===== src/rtl/bounce_pulse_pkg.sv =====
// Package: shared types and defaults for the debounced single-pulse generator.
// Assumes nothing beyond IEEE 1800-2017 packages.
package bounce_pulse_pkg;

    // Trigger direction selected by the mode pin.
    typedef enum logic {
        TRIG_MAKE  = 1'b0,
        TRIG_BREAK = 1'b1
    } trig_e;

    // Default number of consecutive disagreeing ticks before a stage moves.
    localparam int unsigned DEF_DEPTH       = 4;
    // Default synchronizer length on the raw contact.
    localparam int unsigned DEF_SYNC_STAGES = 2;
    // Level a released (open) contact reads.
    localparam logic        IDLE_LEVEL      = 1'b1;

endpackage


===== src/rtl/contact_sync.sv =====
// Module: contact_sync
// Brings the asynchronous contact into the clock domain through a chain
// of flops. Assumes SYNC_STAGES >= 1. Reset fills the chain with the idle
// (open contact) level, so a released contact causes no transition at reset.
module contact_sync
    import bounce_pulse_pkg::*;
#(
    parameter int unsigned SYNC_STAGES = DEF_SYNC_STAGES
) (
    input  logic clk,
    input  logic rst_n,
    input  logic async_in,
    output logic sync_out
);

    logic [SYNC_STAGES-1:0] chain_q;

    // Shift the contact through the synchronizer chain.
    always_ff @(posedge clk) begin
        if (!rst_n) begin
            chain_q <= {SYNC_STAGES{IDLE_LEVEL}};
        end else begin
            chain_q <= {chain_q, async_in};
        end
    end

    assign sync_out = chain_q[SYNC_STAGES-1];

endmodule


===== src/rtl/debounce_stage.sv =====
// Module: debounce_stage
// One debounce stage. On each tick the input is compared with the held
// level. DEPTH consecutive disagreeing ticks make the level take the
// input. A single agreeing tick clears the run. Assumes DEPTH >= 1 and a
// tick input already synchronous to clk.
module debounce_stage
    import bounce_pulse_pkg::*;
#(
    parameter int unsigned DEPTH = DEF_DEPTH
) (
    input  logic clk,
    input  logic rst_n,
    input  logic tick,
    input  logic din,
    output logic level
);

    localparam int unsigned CW   = (DEPTH > 1) ? $clog2(DEPTH) : 1;
    localparam logic [CW-1:0] LAST = CW'(DEPTH - 1);

    logic [CW-1:0] run_q;
    logic          level_q;
    logic          differs;

    // Disagreement between the stage input and the held level.
    assign differs = (din != level_q);

    // Count disagreeing ticks and move the level on the last one.
    always_ff @(posedge clk) begin
        if (!rst_n) begin
            run_q   <= '0;
            level_q <= IDLE_LEVEL;
        end else if (tick) begin
            if (!differs) begin
                run_q <= '0;
            end else if (run_q == LAST) begin
                run_q   <= '0;
                level_q <= din;
            end else begin
                run_q <= run_q + 1'b1;
            end
        end
    end

    assign level = level_q;

endmodule


===== src/rtl/pulse_shaper.sv =====
// Module: pulse_shaper
// Forms the one-shot from the early and late stage levels. Make mode
// inverts the late level and break mode inverts the early level. The two
// are then NORed, and the result is registered so that the output is free
// of glitches. Assumes both levels are registers in the same clock domain.
module pulse_shaper
    import bounce_pulse_pkg::*;
(
    input  logic  clk,
    input  logic  rst_n,
    input  trig_e mode,
    input  logic  early_lvl,
    input  logic  late_lvl,
    output logic  pulse
);

    logic nor_a;
    logic nor_b;
    logic fire;
    logic pulse_q;

    // Pick which stage level is inverted before the NOR.
    always_comb begin
        if (mode == TRIG_MAKE) begin
            nor_a = early_lvl;
            nor_b = ~late_lvl;
        end else begin
            nor_a = ~early_lvl;
            nor_b = late_lvl;
        end
        fire = ~(nor_a | nor_b);
    end

    // Register the NOR result.
    always_ff @(posedge clk) begin
        if (!rst_n) begin
            pulse_q <= 1'b0;
        end else begin
            pulse_q <= fire;
        end
    end

    assign pulse = pulse_q;

endmodule


===== src/rtl/bounce_pulse_gen.sv =====
// Module: bounce_pulse_gen (top)
// Synchronizer followed by a chain of debounce stages and the pulse shaper.
// Stage k takes stage k-1's level, so each stage lags the previous one by
// DEPTH ticks. Assumes an active-low contact and a one-clock tick.
module bounce_pulse_gen
    import bounce_pulse_pkg::*;
#(
    parameter int unsigned DEPTH       = DEF_DEPTH,
    parameter int unsigned SYNC_STAGES = DEF_SYNC_STAGES
) (
    input  logic clk,
    input  logic rst_n,
    input  logic contact_n,
    input  logic tick,
    input  logic mode,
    output logic pulse,
    output logic stage1_lvl,
    output logic stage2_lvl
);

    localparam int unsigned NUM_STAGES = 2;

    logic [NUM_STAGES:0] chain;
    trig_e               mode_sel;

    // Cast the mode pin to the trigger type.
    assign mode_sel = trig_e'(mode);

    contact_sync #(
        .SYNC_STAGES (SYNC_STAGES)
    ) u_sync (
        .clk      (clk),
        .rst_n    (rst_n),
        .async_in (contact_n),
        .sync_out (chain[0])
    );

    // Cascade of debounce stages, each fed by the previous stage's level.
    for (genvar i = 0; i < NUM_STAGES; i++) begin : g_stage
        debounce_stage #(
            .DEPTH (DEPTH)
        ) u_stage (
            .clk   (clk),
            .rst_n (rst_n),
            .tick  (tick),
            .din   (chain[i]),
            .level (chain[i+1])
        );
    end

    pulse_shaper u_shape (
        .clk       (clk),
        .rst_n     (rst_n),
        .mode      (mode_sel),
        .early_lvl (chain[1]),
        .late_lvl  (chain[2]),
        .pulse     (pulse)
    );

    assign stage1_lvl = chain[1];
    assign stage2_lvl = chain[2];

endmodule


===== config.mk =====
export PLATFORM = sky130hd
export DESIGN_NAME = bounce_pulse_gen
export DESIGN_NICKNAME = d
export VERILOG_FILES = /design/src/rtl/bounce_pulse_pkg.sv /design/src/rtl/contact_sync.sv /design/src/rtl/debounce_stage.sv /design/src/rtl/pulse_shaper.sv /design/src/rtl/bounce_pulse_gen.sv
export SDC_FILE = /design/constraint.sdc
export NUM_CORES = 1
export LEC_CHECK = 0
export ABC_CLOCK_PERIOD_IN_PS = 1300
export BUFFER_PORTS_ARGS = -buffer_cell sky130_fd_sc_hd__buf_2
export CAP_MARGIN = 20
export CORE_AREA = 2 2 39 41
export DETAILED_ROUTE_END_ITERATION = 10
export DIE_AREA = 0 0 41 43
export GPL_ROUTABILITY_DRIVEN = 0
export PLACE_DENSITY = 0.58
export SYNTH_ARGS = -nofsm -noshare
export SYNTH_HDL_FRONTEND = slang
export SYNTH_SLANG_ARGS = --single-unit

===== constraint.sdc =====
create_clock -name clk -period 1.3 [get_ports clk]
set_input_delay 0.13 -clock clk [delete_from_list [all_inputs] [get_ports clk]]
set_output_delay 0.13 -clock clk [all_outputs]
set_load 0.02 [all_outputs]

Word-level counts from Yosys, hierarchy flattened:

Cells that the tools add are included.

* flip-flop bits (word level): 9
* input port bits: 5
* word-level logic and storage cells: 24

* add/subtract/negate cells: 2
* equal/unequal tests: 4
* multiplexer cells: 6
* bitwise gates (word level): 4
* reductions and logical operators: 2

Operators by type and width (count)
* 2-to-1 mux 2 bit: 4
* AND reduction 3 bit: 2
* adder 2 x 1 -> 2 bit (second input constant): 2
* equality test 2 bit (second input constant): 2
* NOT 1 bit: 3
* 2-to-1 mux 1 bit: 2
* inequality test 1 bit: 2
* bitwise OR 1 bit: 1

Depth between registers and ports, before layout:

Gate-level depths: netlist of run 1.

* word-level depth: 4
* gate-level depth with buffers: 3
* mapped depth without buffers: 3

Cells and area by module:

Synthesis of run 1 repeated with hierarchy kept, for this count alone.

* cells, all modules: 36
* area total of the unflattened synthesis: 380.4 um2

Modules (own cells, without submodules)
* debounce_stage: times used 2, cells an instance 14, area each 141.4 um2, seq. area each 60.1 um2
* contact_sync: times used 1, cells an instance 4, area each 52.6 um2, seq. area each 40.0 um2
* pulse_shaper: times used 1, cells an instance 4, area each 45.0 um2, seq. area each 20.0 um2

Least setup slack after synthesis of run 1:

Ideal clock, no wire load.

* path kind: reg-to-reg
* start point: register g_stage[1].u_stage.level_q
* end point: register u_shape.pulse_q, in the netlist u_shape.pulse
* arrival time: 0.955 ns
* path slack: 0.275 ns
* stages on the path, launching flop included: 3
* buffers on the path: 0
* path through: dfxtp_1 -> or3b_1 -> a21boi_1

* cells in the longest elaborated chain, start to end: 4

RTL lines
* from (decl): line debounce_stage.sv:22 `logic level_q;`
* from (signal assigned): line debounce_stage.sv:38 `level_q <= din;`
* NOT 1 bit: line pulse_shaper.sv:26 `nor_b = ~late_lvl;`
* 2-to-1 mux 1 bit *: line pulse_shaper.sv:24 `if (mode == TRIG_MAKE) begin`
* bitwise OR 1 bit *: line pulse_shaper.sv:31 `fire = ~(nor_a | nor_b);`
* NOT 1 bit *: line pulse_shaper.sv:31
* to (signal assigned): line pulse_shaper.sv:39 `pulse_q <= fire;`
* to (decl): line pulse_shaper.sv:20 `logic pulse_q;`

Every way passes the cells marked *; elsewhere a longest branch is shown, timed or not.
A chain may end at the register's enable or synchronous reset.

Worst setup path in the final report of run 1:

* start point: register g_stage[0].u_stage.level_q
* end point: output stage1_lvl

RTL lines
* from (decl): line debounce_stage.sv:22
* from (signal assigned): line debounce_stage.sv:38
* to (decl): line bounce_pulse_gen.sv:17 `output logic stage1_lvl,`

No word-level cell between the ends.

==> results.md, run 1 <==
- Sw Share: 0.2193
- Worst path arrival time: 0.94 ns
- Net Switching: 114.9 µW
- PwrDens: 1135 nW/µm²
- Status: completed
- Worst-path clk slew: 0.07 ns
- Sequential share of the synthesized area: 0.4615
- Layout fillers: 152
- Mapped Avg Cell Area: 10.27 µm²
- Largest delay share family, worst path: flip-flops
- CP cell instances: buf_2
- P_leak: 0.0001904 µW
- Cells after DPL: 59
- RSZ-0062 raised after global routing: no
- Post-Syn Nets: 45
- IO Count: 8
- Gr usage total: 0.09960
- Synth Register Bits: 9
- Top cell type's share of synthesized area: 0.4615
- Port Buffer Count: 7
- WL/cell: 10.51 µm
- Xor/xnor share of the synthesized area: 0.04487
- Die Y: 43 µm
- Sink Count: 9
- Unique masters post-synth: 15
- Final Critical Period: 1.066 ns
- Final Setup Violations: 0
- Die ar.: 1763 µm²
- Maximum vdd drop: 0.3406 mV
- Clk Latency, worst-skew pair: 0.26 ns
- CP max FO: 7
- CP required: 1.17 ns
- Resized cells post-CTS: 0
- Share of cells above drive strength 1: 0.2340
- # hold bufs at CTS: 0
- Cell taking the most area after synthesis: dfxtp_1
- Mapped Area: 390.4 µm²
- Global route overflow: 0
- Post-CTS setup buffer count: 0
- DRC: 0
- Combinational power share: 0.046
- Final Max Tran Viols: 0
- Largest family of logic cells by synthesized area: simple AND/OR/NAND/NOR gates
- Max-cap violations: 0
- H-tree levels: 1
- Reg power frac: 0.536
- CTS root buf: clkbuf_4
- Fmax: 938.4 MHz
- Worst Tran Pin Value: 0.2470 ns
- Top area cells in the synthesized netlist: dfxtp_1 46%, nand3b_1 9.6%, o21ai_0 7.7%
- Die width: 41 µm
- Multi-input logic area: 200.2 µm²
- Simple-gate portion of the synthesized area: 0.2821
- Total Power: 523.9 µW
- Adder-cell share of the synthesized area: 0.06410
- Reg area: 180.2 µm²
- Antenna cells: 0
- Area of all placed cells without fillers: 461.7 µm²
- Clock Power Share: 0.418
- CTS tree: done
- Critical Setup Path Class: register to primary output
- Synth Instances: 38
- Synth-to-layout area growth: 18.27%
- Post-DRT Antenna Nets: 0
- CTS Buf Count: 3
- First DRT Iteration DRCs: 1
- Clock Skews: 0.006318 ns
- Final Hold Fails: 0
- WP buf/inv: 1
- Mux cell area share after synthesis: 0
- Routed wire length: 662 µm
- First-pass GRT wire length: 1090 µm
- Setup TNS: 0 ns
- Detailed-router iteration count before antenna repair: 2
- Final cell count without fillers: 63
- Initial Utilization: 0.2821
- Bufs on Longest Clock Path: 2
- Vias: 301
- Normalized max-slew margin: 0.8351
- Element type at the critical path start: register
- CORE AREA: 1384 µm²
- Final nets: 55
- Via density: 4.778
- Row count: 14
- Post-place instance area: 435.4 µm²
- Pin count of the biggest net entering global routing: 14
- Tcrit/Tclk final: 0.8197
- Max incr delay on CP: 0.46 ns
- Compound-Gate Fraction of Synth Area: 0.1218
- Final Util: 0.3336
- Worst hold path type: input port to register
- Slowest stage cell, crit path: dfxtp_1
- Internal Power: 409.0 µW
- YS warnings: 0
- Number of global-route vias before repair: 251
- Initial antenna violation count: 0
- Critical Path End Type: primary output
[cell families (layout without fill, tap and decap cells)]
kind of cell | Yosys count | count (layout)
fa+ha+maj | 2 | 2
xor+xnor | 2 | 2
flops | 9 | 9
buf+inv | 2 | 11
compound gates | 9 | 9
simple gates | 14 | 14
[worst register-to-register path: stages (launching register included)]
cell and delay [ns]:
dfxtp_1 0.38, or3b_1 0.39, a21boi_1 0.14
[cell usage in the layout, fill, tap and decap left out]
cell	synthesis	final
dfxtp_1	9	9
buf_2	1	7
o21ai_0	6	6
nand3b_1	5	5
clkbuf_4	0	3
xnor2_1	2	2
nand3_1	2	2
nand4bb_1	2	2
nand2b_1	2	2
a21oi_1	2	2
ha_1	2	2
or3b_1	1	1
a21boi_1	1	1
and3b_2	1	1
and3b_1	1	1
clkbuf_1	0	1
[flip-flops by register name, indices dropped and copies added, names as in the netlist]
register               flops
g_stage.u_stage.level      2
g_stage.u_stage.run_q      4
u_shape.pulse              1
u_sync.chain_q             2
[worst paths after layout]
path | from | endpoint | slack [ns] | cells past startpoint
setup / recovery | g_stage[0].u_stage.level | stage1_lvl | 0.23 | 1
hold / removal | contact_n | u_sync.chain_q[0] | 0.05 | 2
setup reg to reg | g_stage[0].u_stage.level | u_shape.pulse | 0.32 | 2
hold reg to reg | u_sync.chain_q[0] | u_sync.chain_q[1] | 0.40 | 1
[synthesized netlist by cell type (all sizes together)]
| cell | n |
|---|---|
| dfxtp | 9 |
| o21ai | 6 |
| nand3b | 5 |
| a21oi | 2 |
| and3b | 2 |
| ha | 2 |
| nand2b | 2 |
| nand3 | 2 |
| nand4bb | 2 |
| xnor2 | 2 |
| a21boi | 1 |
| buf | 1 |
| clkbuf | 1 |
| or3b | 1 |
[through the flow]
step                      hold WS (ns)  setup WS, ns
final                          0.04904        0.2343
after global routing           0.03812        0.1747
after global placement          0.3089        0.3412
after CTS                      0.03359        0.2213
after detailed placement        0.3141        0.3459
after floorplan                 0.2030        0.2748
[per-layer routing]
layer | vias to the layer above | share of wire | global-route usage
met3 | 2 | 0.068 | 0.03141
li1 | 156 | - | -
met4 | 0 | 0.015 | 0.1200
met2 | 8 | 0.40 | 0.1156
met1 | 135 | 0.51 | 0.1230
met5 | - | 0 | 0
[power by group through the flow]
stage,combinational (µW),sequential [µW],clock (µW)
2_1_floorplan,15.8,287,0
3_3_place_gp,23.6,287,0
3_5_place_dp,24.4,287,0
4_1_cts,24.1,281,236
5_1_grt,26.8,281,252
6_report,24.0,281,219
[final cells by class]
class,instances,share of cell area
Tap cell,16,0.04336
Multi-Input combinational cell,27,0.4336
Clock buffer,4,0.05691
Sequential cell,9,0.3902
Timing Repair Buffer,7,0.07588
(Power assumes the default switching activity.)
==> run 2, diff against run 1 <==
ABC_CLOCK_PERIOD_IN_PS = 1100   (was 1300)
clock period = 1.1 ns   (was 1.3 ns; I/O delays follow)
==> results.md, run 2 (synthesis gave the netlist of run 1 again) <==
- Status: completed
- Top reg by flops: g_stage.u_stage.run_q
- Normalized max-slew margin: 0.8582 (+0.02316)
- Bufs on Longest Clock Path: 2 (unchanged)
- Die width: 41 µm (unchanged)
- Worst flop-to-flop path endpoint: u_shape.pulse
- Largest delay share family, worst path: flip-flops
- Tcrit/Tclk final: 0.8722
- Port Buffer Count: 7 (unchanged)
- Worst hold path endpoint: u_sync.chain_q[0]
- Max-cap violations: 0 (unchanged)
- Commonest cells after routing, fill and taps aside: 8 x dfxtp_1, 7 x buf_2, 6 x o21ai_0
- Max FFs per register: 4 (unchanged)
- Multi-input logic area: 200.2 µm² (unchanged)
- CTS Buf Count: 3 (unchanged)
- Worst-path clk slew: 0.07 ns (about the same)
- First DRT Iteration DRCs: 1 (unchanged)
- Critical Setup Path Class: register to register
- CTS root buf: clkbuf_4
- Sink Count: 9 (unchanged)
- PwrDens: 1337 nW/µm² (+18%)
- H-tree levels: 1 (unchanged)
- Vias: 301 (unchanged)
- Share of cells above drive strength 1: 0.2553 (+0.02128)
- Layout fillers: 151 (-0.66%)
- Row count: 14 (unchanged)
- Final Hold Fails: 0 (unchanged)
- R2R setup slack: 0.14 ns (-0.18 ns)
- R2r worst-path depth: 2 (unchanged)
- Pin count of the biggest net entering global routing: 14 (unchanged)
- Setup TNS: 0 ns (unchanged)
- Via density: 4.778 (unchanged)
- CP required: 1.29 ns (+0.12 ns)
- CP max FO: 5 (-2)
- P_leak: 0.0001899 µW (-0.27%)
- CORE AREA: 1384 µm² (unchanged)
- Initial Utilization: 0.2821 (unchanged)
- Slowest stage cell, crit path: dfxtp_1
- Antenna cells: 0 (unchanged)
- Detailed-router iteration count before antenna repair: 2 (unchanged)
- Critical Path End Type: register
- Routed wire length: 662 µm (unchanged)
- Final Max Tran Viols: 0 (unchanged)
- RSZ-0062 raised after global routing: no
- Global route overflow: 0 (unchanged)
- Element type at the critical path start: register
- Clock Skews: 0.006318 ns (unchanged)
- Maximum vdd drop: 0.4026 mV (+18%)
- Worst path arrival time: 1.15 ns (+0.21 ns)
- Gr usage total: 0.09960 (unchanged)
- Die Y: 43 µm (unchanged)
- Final nets: 55 (unchanged)
- Number of global-route vias before repair: 251 (unchanged)
- Die ar.: 1763 µm² (unchanged)
- Final Setup Violations: 0 (unchanged)
- WP buf/inv: 0 (-1)
- Worst hold path type: input port to register
- Max incr delay on CP: 0.39 ns (-0.07 ns)
- Origin of the critical flop-to-flop path: g_stage[1].u_stage.level
- Fmax: 1042 MHz
- WL/cell: 10.51 µm (unchanged)
- CP cell instances: or3b_1 -> a21boi_1
- Post-CTS setup buffer count: 0 (unchanged)
- Hold path start: contact_n
- Worst hold path stage count: 2 (unchanged)
- IO Count: 8 (unchanged)
- Reg area: 181.4 µm² (+0.69%)
- Clk Latency, worst-skew pair: 0.26 ns (about the same)
- First-pass GRT wire length: 1090 µm (unchanged)
- DRC: 0 (unchanged)
- Final hold slack: 0.02904 ns (-0.02000 ns)
- Worst Tran Pin Value: 0.2126 ns (-0.03440 ns)
- Final Critical Period: 0.9594 ns
- CTS tree: done
- Total Power: 619.1 µW (+18%)
- Most common cell after layout, fill and taps aside: dfxtp_1
- Post-DRT Antenna Nets: 0 (unchanged)
- Initial antenna violation count: 0 (unchanged)
- Synth-to-layout area growth: 18.59%
-- run 2: cell count changes in the layout (fill, tap and decap cells not counted) --
| cell | delta |
|---|---|
| dfxtp_2 | +1 |
| dfxtp_1 | -1 |
-- run 2: power by group --
part           leakage, µW  internal (µW)  switching (µW)
clock            0.0000150            140             119
combinational     0.000102           13.3            15.0
sequential       0.0000726            330            1.75
total             0.000190            483             136
-- run 2: per-stage QoR --
stage | setup slack (ns) | utilization | area (µm²) | cells
final | 0.1406 | 0.3345 | 462.9 | 63
after global routing | 0.07664 | 0.3345 | 462.9 | 63
after CTS | 0.04128 | 0.3336 | 461.7 | 63
after detailed placement | 0.1459 | 0.3146 | 435.4 | 59
after global placement | 0.1412 | 0.3146 | 435.4 | 59
after floorplan | 0.07479 | - | 390.4 | 38
-- run 2: cell type report --
cell class                      count  share of cell area
Multi-Input combinational cell     27              0.4324
Sequential cell                     9              0.3919
Timing Repair Buffer                7             0.07568
Clock buffer                        4             0.05676
Tap cell                           16             0.04324
-- run 2: worst reg2reg max path, delay by kind of cell, from the launching register on --
kind | cells | cell delay [ns]
DFF | 1 | 0.39
and+or+nand+nor | 1 | 0.36
AOI/OAI and AO/OA | 1 | 0.14
-- run 2: metal layers --
| layer | routed length, µm | global-route usage | vias to the layer above |
|---|---|---|---|
| met5 | 0 | 0 | - |
| met1 | 338 | 0.1230 | 135 |
| li1 | - | - | 156 |
| met2 | 268 | 0.1156 | 8 |
| met4 | 10 | 0.1200 | 0 |
| met3 | 45 | 0.03141 | 2 |
-- run 2: worst max path at each step --
| stage | start | endpoint | slack [ns] | depth (start not counted) |
|---|---|---|---|---|
| after floorplan | g_stage[1].u_stage.level | u_shape.pulse | 0.07 | 2 |
| after global placement | g_stage[0].u_stage.level | u_shape.pulse | 0.14 | 2 |
| after detailed placement | g_stage[0].u_stage.level | u_shape.pulse | 0.15 | 2 |
| after CTS | g_stage[0].u_stage.level | stage1_lvl | 0.04 | 1 |
| after global routing | g_stage[1].u_stage.run_q[0] | g_stage[1].u_stage.run_q[0] | 0.08 | 3 |
| final | g_stage[1].u_stage.level | u_shape.pulse | 0.14 | 2 |
-- run 2: what timing repair did --
action / in CTS / in global routing
endpoints found under the hold margin: 0 / 0
resized for setup: 0 / 1
hold buffers: 0 / 0
setup endpoints to repair: 0 / 1
==> run 3, diff against run 2 <==
PLACE_DENSITY = 0.57   (was 0.58)
SYNTH_HIERARCHICAL = 1   (was unset)
==> results.md, run 3 <==
- Top area cells in the synthesized netlist: dfxtp_1 47%, o21ai_1 7.9%, nand3b_1 7.9%
- Worst hold path stage count: 2 (unchanged)
- Top reg by flops: g_stage.u_stage/run_q
- Routed wire length: 678 µm (+2.4%)
- Cells after DPL: 59 (unchanged)
- Fmax: 1028 MHz (-1.3%)
- Worst hold path type: input port to register
- WL/cell: 10.76 µm (+2.4%)
- Sink Count: 9 (unchanged)
- Post-synth ARST share: 0 (unchanged)
- Antenna cells: 0 (unchanged)
- Commonest cells after routing, fill and taps aside: 8 x dfxtp_1, 7 x buf_2, 6 x o21ai_1
- Die Y: 43 µm (unchanged)
- CTS root buf: clkbuf_4
- Max incr delay on CP: 0.41 ns (+0.02 ns)
- Status: completed
- Worst-path clk slew: 0.07 ns (about the same)
- Max FFs per register: 4 (unchanged)
- Post-synth EDFFs: 0 (unchanged)
- Initial antenna violation count: 0 (unchanged)
- CP required: 0.99 ns (-0.30 ns)
- Most common cell after layout, fill and taps aside: dfxtp_1
- Post-DP HPWL: 476.4 µm
- Largest delay share family, worst path: flip-flops
- WP buf/inv: 1 (+1)
- Worst Tran Pin Value: 0.2394 ns (+0.02674 ns)
- Critical Setup Path Class: register to primary output
- YS warnings: 6 (+6)
- Tcrit/Tclk final: 0.8840 (+0.01176)
- Die width: 41 µm (unchanged)
- Layout fillers: 151 (unchanged)
- Detailed-router iteration count before antenna repair: 4 (+2)
- Final Hold Fails: 0 (unchanged)
- CP max FO: 5 (unchanged)
- Critical Path End Type: primary output
- Normalized max-slew margin: 0.8404 (-0.01783)
- RSZ-0062 raised after global routing: no
- IO Count: 8 (unchanged)
- Final Max Tran Viols: 0 (unchanged)
- Post-Syn Nets: 43 (-4.4%)
- Final Setup Violations: 0 (unchanged)
- Synth Register Bits: 9 (unchanged)
- First DRT Iteration DRCs: 4 (+3)
- First-pass GRT wire length: 993 µm (-8.9%)
- Unique masters post-synth: 13 (-2)
- Element type at the critical path start: register
- Mapped Avg Cell Area: 10.57 µm² (+2.8%)
- Clock Skews: 0.002905 ns (-0.003413 ns)
- DRC: 0 (unchanged)
- CTS tree: done
- Cell taking the most area after synthesis: dfxtp_1
- Slowest stage cell, crit path: dfxtp_1
- Final Util: 0.3354 (+0.0009040)
- Commonest cells post-synth: 9 x dfxtp_1, 6 x o21ai_1, 4 x nand3b_1
- Final nets: 55 (unchanged)
- Setup TNS: 0 ns (unchanged)
- Initial Utilization: 0.2749 (-0.007233)
- Port Buffer Count: 7 (unchanged)
- Post-DRT Antenna Nets: 0 (unchanged)
- Via density: 4.730 (-1.0%)
- Number of global-route vias before repair: 223 (-11%)
- Final hold slack: 0.02585 ns (-0.003197 ns)
- Final cell count without fillers: 63 (unchanged)
- Final Critical Period: 0.9724 ns (+0.01294 ns)
- Pin count of the biggest net entering global routing: 15 (+1)
- Max-cap violations: 0 (unchanged)
- Clk Latency, worst-skew pair: 0.26 ns (about the same)
- Vias: 298 (-1.0%)
- Bufs on Longest Clock Path: 2 (unchanged)
- Mapped Area: 380.4 µm² (-2.6%)
- CTS Buf Count: 3 (unchanged)
- Maximum vdd drop: 0.3602 mV (-11%)
- Sequential share of the synthesized area: 0.4737 (+0.01215)
- Gr usage total: 0.08753 (-0.01207)
- Worst path arrival time: 0.86 ns (-0.29 ns)
- Row count: 14 (unchanged)
- R2R setup slack: 0.16 ns (+0.02 ns)
- Die ar.: 1763 µm² (unchanged)
- CP cell instances: buf_2
- R2r worst-path depth: 3 (+1)
- PwrDens: 1333 nW/µm² (-0.31%)
- Top cell type's share of synthesized area: 0.4737 (+0.01215)
- Global route overflow: 0 (unchanged)
- Crit. path cell count: 1 (-1)
- Most used DFF post-synth: dfxtp_1
- H-tree levels: 1 (unchanged)
- Synth Instances: 36 (-5.3%)
- P_leak: 0.0001942 µW (+2.3%)
- CORE AREA: 1384 µm² (unchanged)
- Share of cells above drive strength 1: 0.2766 (+0.02128)
- Synth-to-layout area growth: 22.04%
- Most used standard cell by instance count after synthesis: dfxtp_1
==> run 3: cell count changes after synthesis, sizes merged <==
cell and change:
nand2 +1, buf -1, clkbuf -1, o31ai +1, nand3b -1, nand4b +1
a21boi -1, or3b -1
==> run 3: logic make-up after synthesis <==
kind of cell,synth area share
flops,0.4737
xor+xnor,0.04606
fa+ha+maj,0.06578
compound gates,0.1382
simple gates,0.2763
==> run 3: area by class of cell <==
| type | count | area (µm²) | share of cell area |
|---|---|---|---|
| clock buffers | 3 | 22.52 | 0.04852 |
| clock inverters | 1 | 5.005 | 0.01078 |
| multi-input cells | 27 | 200.2 | 0.4313 |
| flip-flops and latches | 9 | 181.4 | 0.3908 |
| well taps | 16 | 20.02 | 0.04313 |
| repair buffers | 7 | 35.03 | 0.07547 |
==> run 3: per-layer routing <==
layer | track usage | wire (µm) | share of wire | vias up
met3 | 0.05236 | 33 | 0.049 | 0
met4 | 0.08000 | 0 | 0 | 0
met2 | 0.09375 | 292 | 0.43 | 6
li1 | - | - | - | 158
met1 | 0.1133 | 352 | 0.52 | 134
met5 | 0 | 0 | 0 | -
==> run 3: final timing paths <==
check | to | start
worst max register to register | g_stage[1].u_stage/run_q[0] | g_stage[1].u_stage/run_q[0]
worst min-delay path | u_sync/chain_q[0] | contact_n
worst min register to register | u_sync/chain_q[1] | u_sync/chain_q[0]
worst max-delay path | stage2_lvl | g_stage[1].u_stage/level
==> run 3: power by group <==
group / switching (µW) / internal, µW
clock: 122 / 134
combinational: 17.3 / 13.2
sequential: 1.75 / 330
==> run 3: stage by stage <==
step / setup slack, ns / total power (µW) / area, µm²
after CTS: 0.01005 / 633.6 / 462.9
final: 0.1276 / 618.9 / 464.2
after detailed placement: 0.1625 / 370.0 / 435.4
after global routing: 0.07119 / 655.1 / 464.2
after global placement: 0.1937 / 369.6 / 435.4
after floorplan: 0.1785 / 350.4 / 380.4
==> run 3: what timing repair did <==
action | in CTS | in global routing
hold buffers | 0 | 0
endpoints found under the setup margin | 0 | 1
gates resized for setup | 0 | 1
setup buffers | 0 | 0
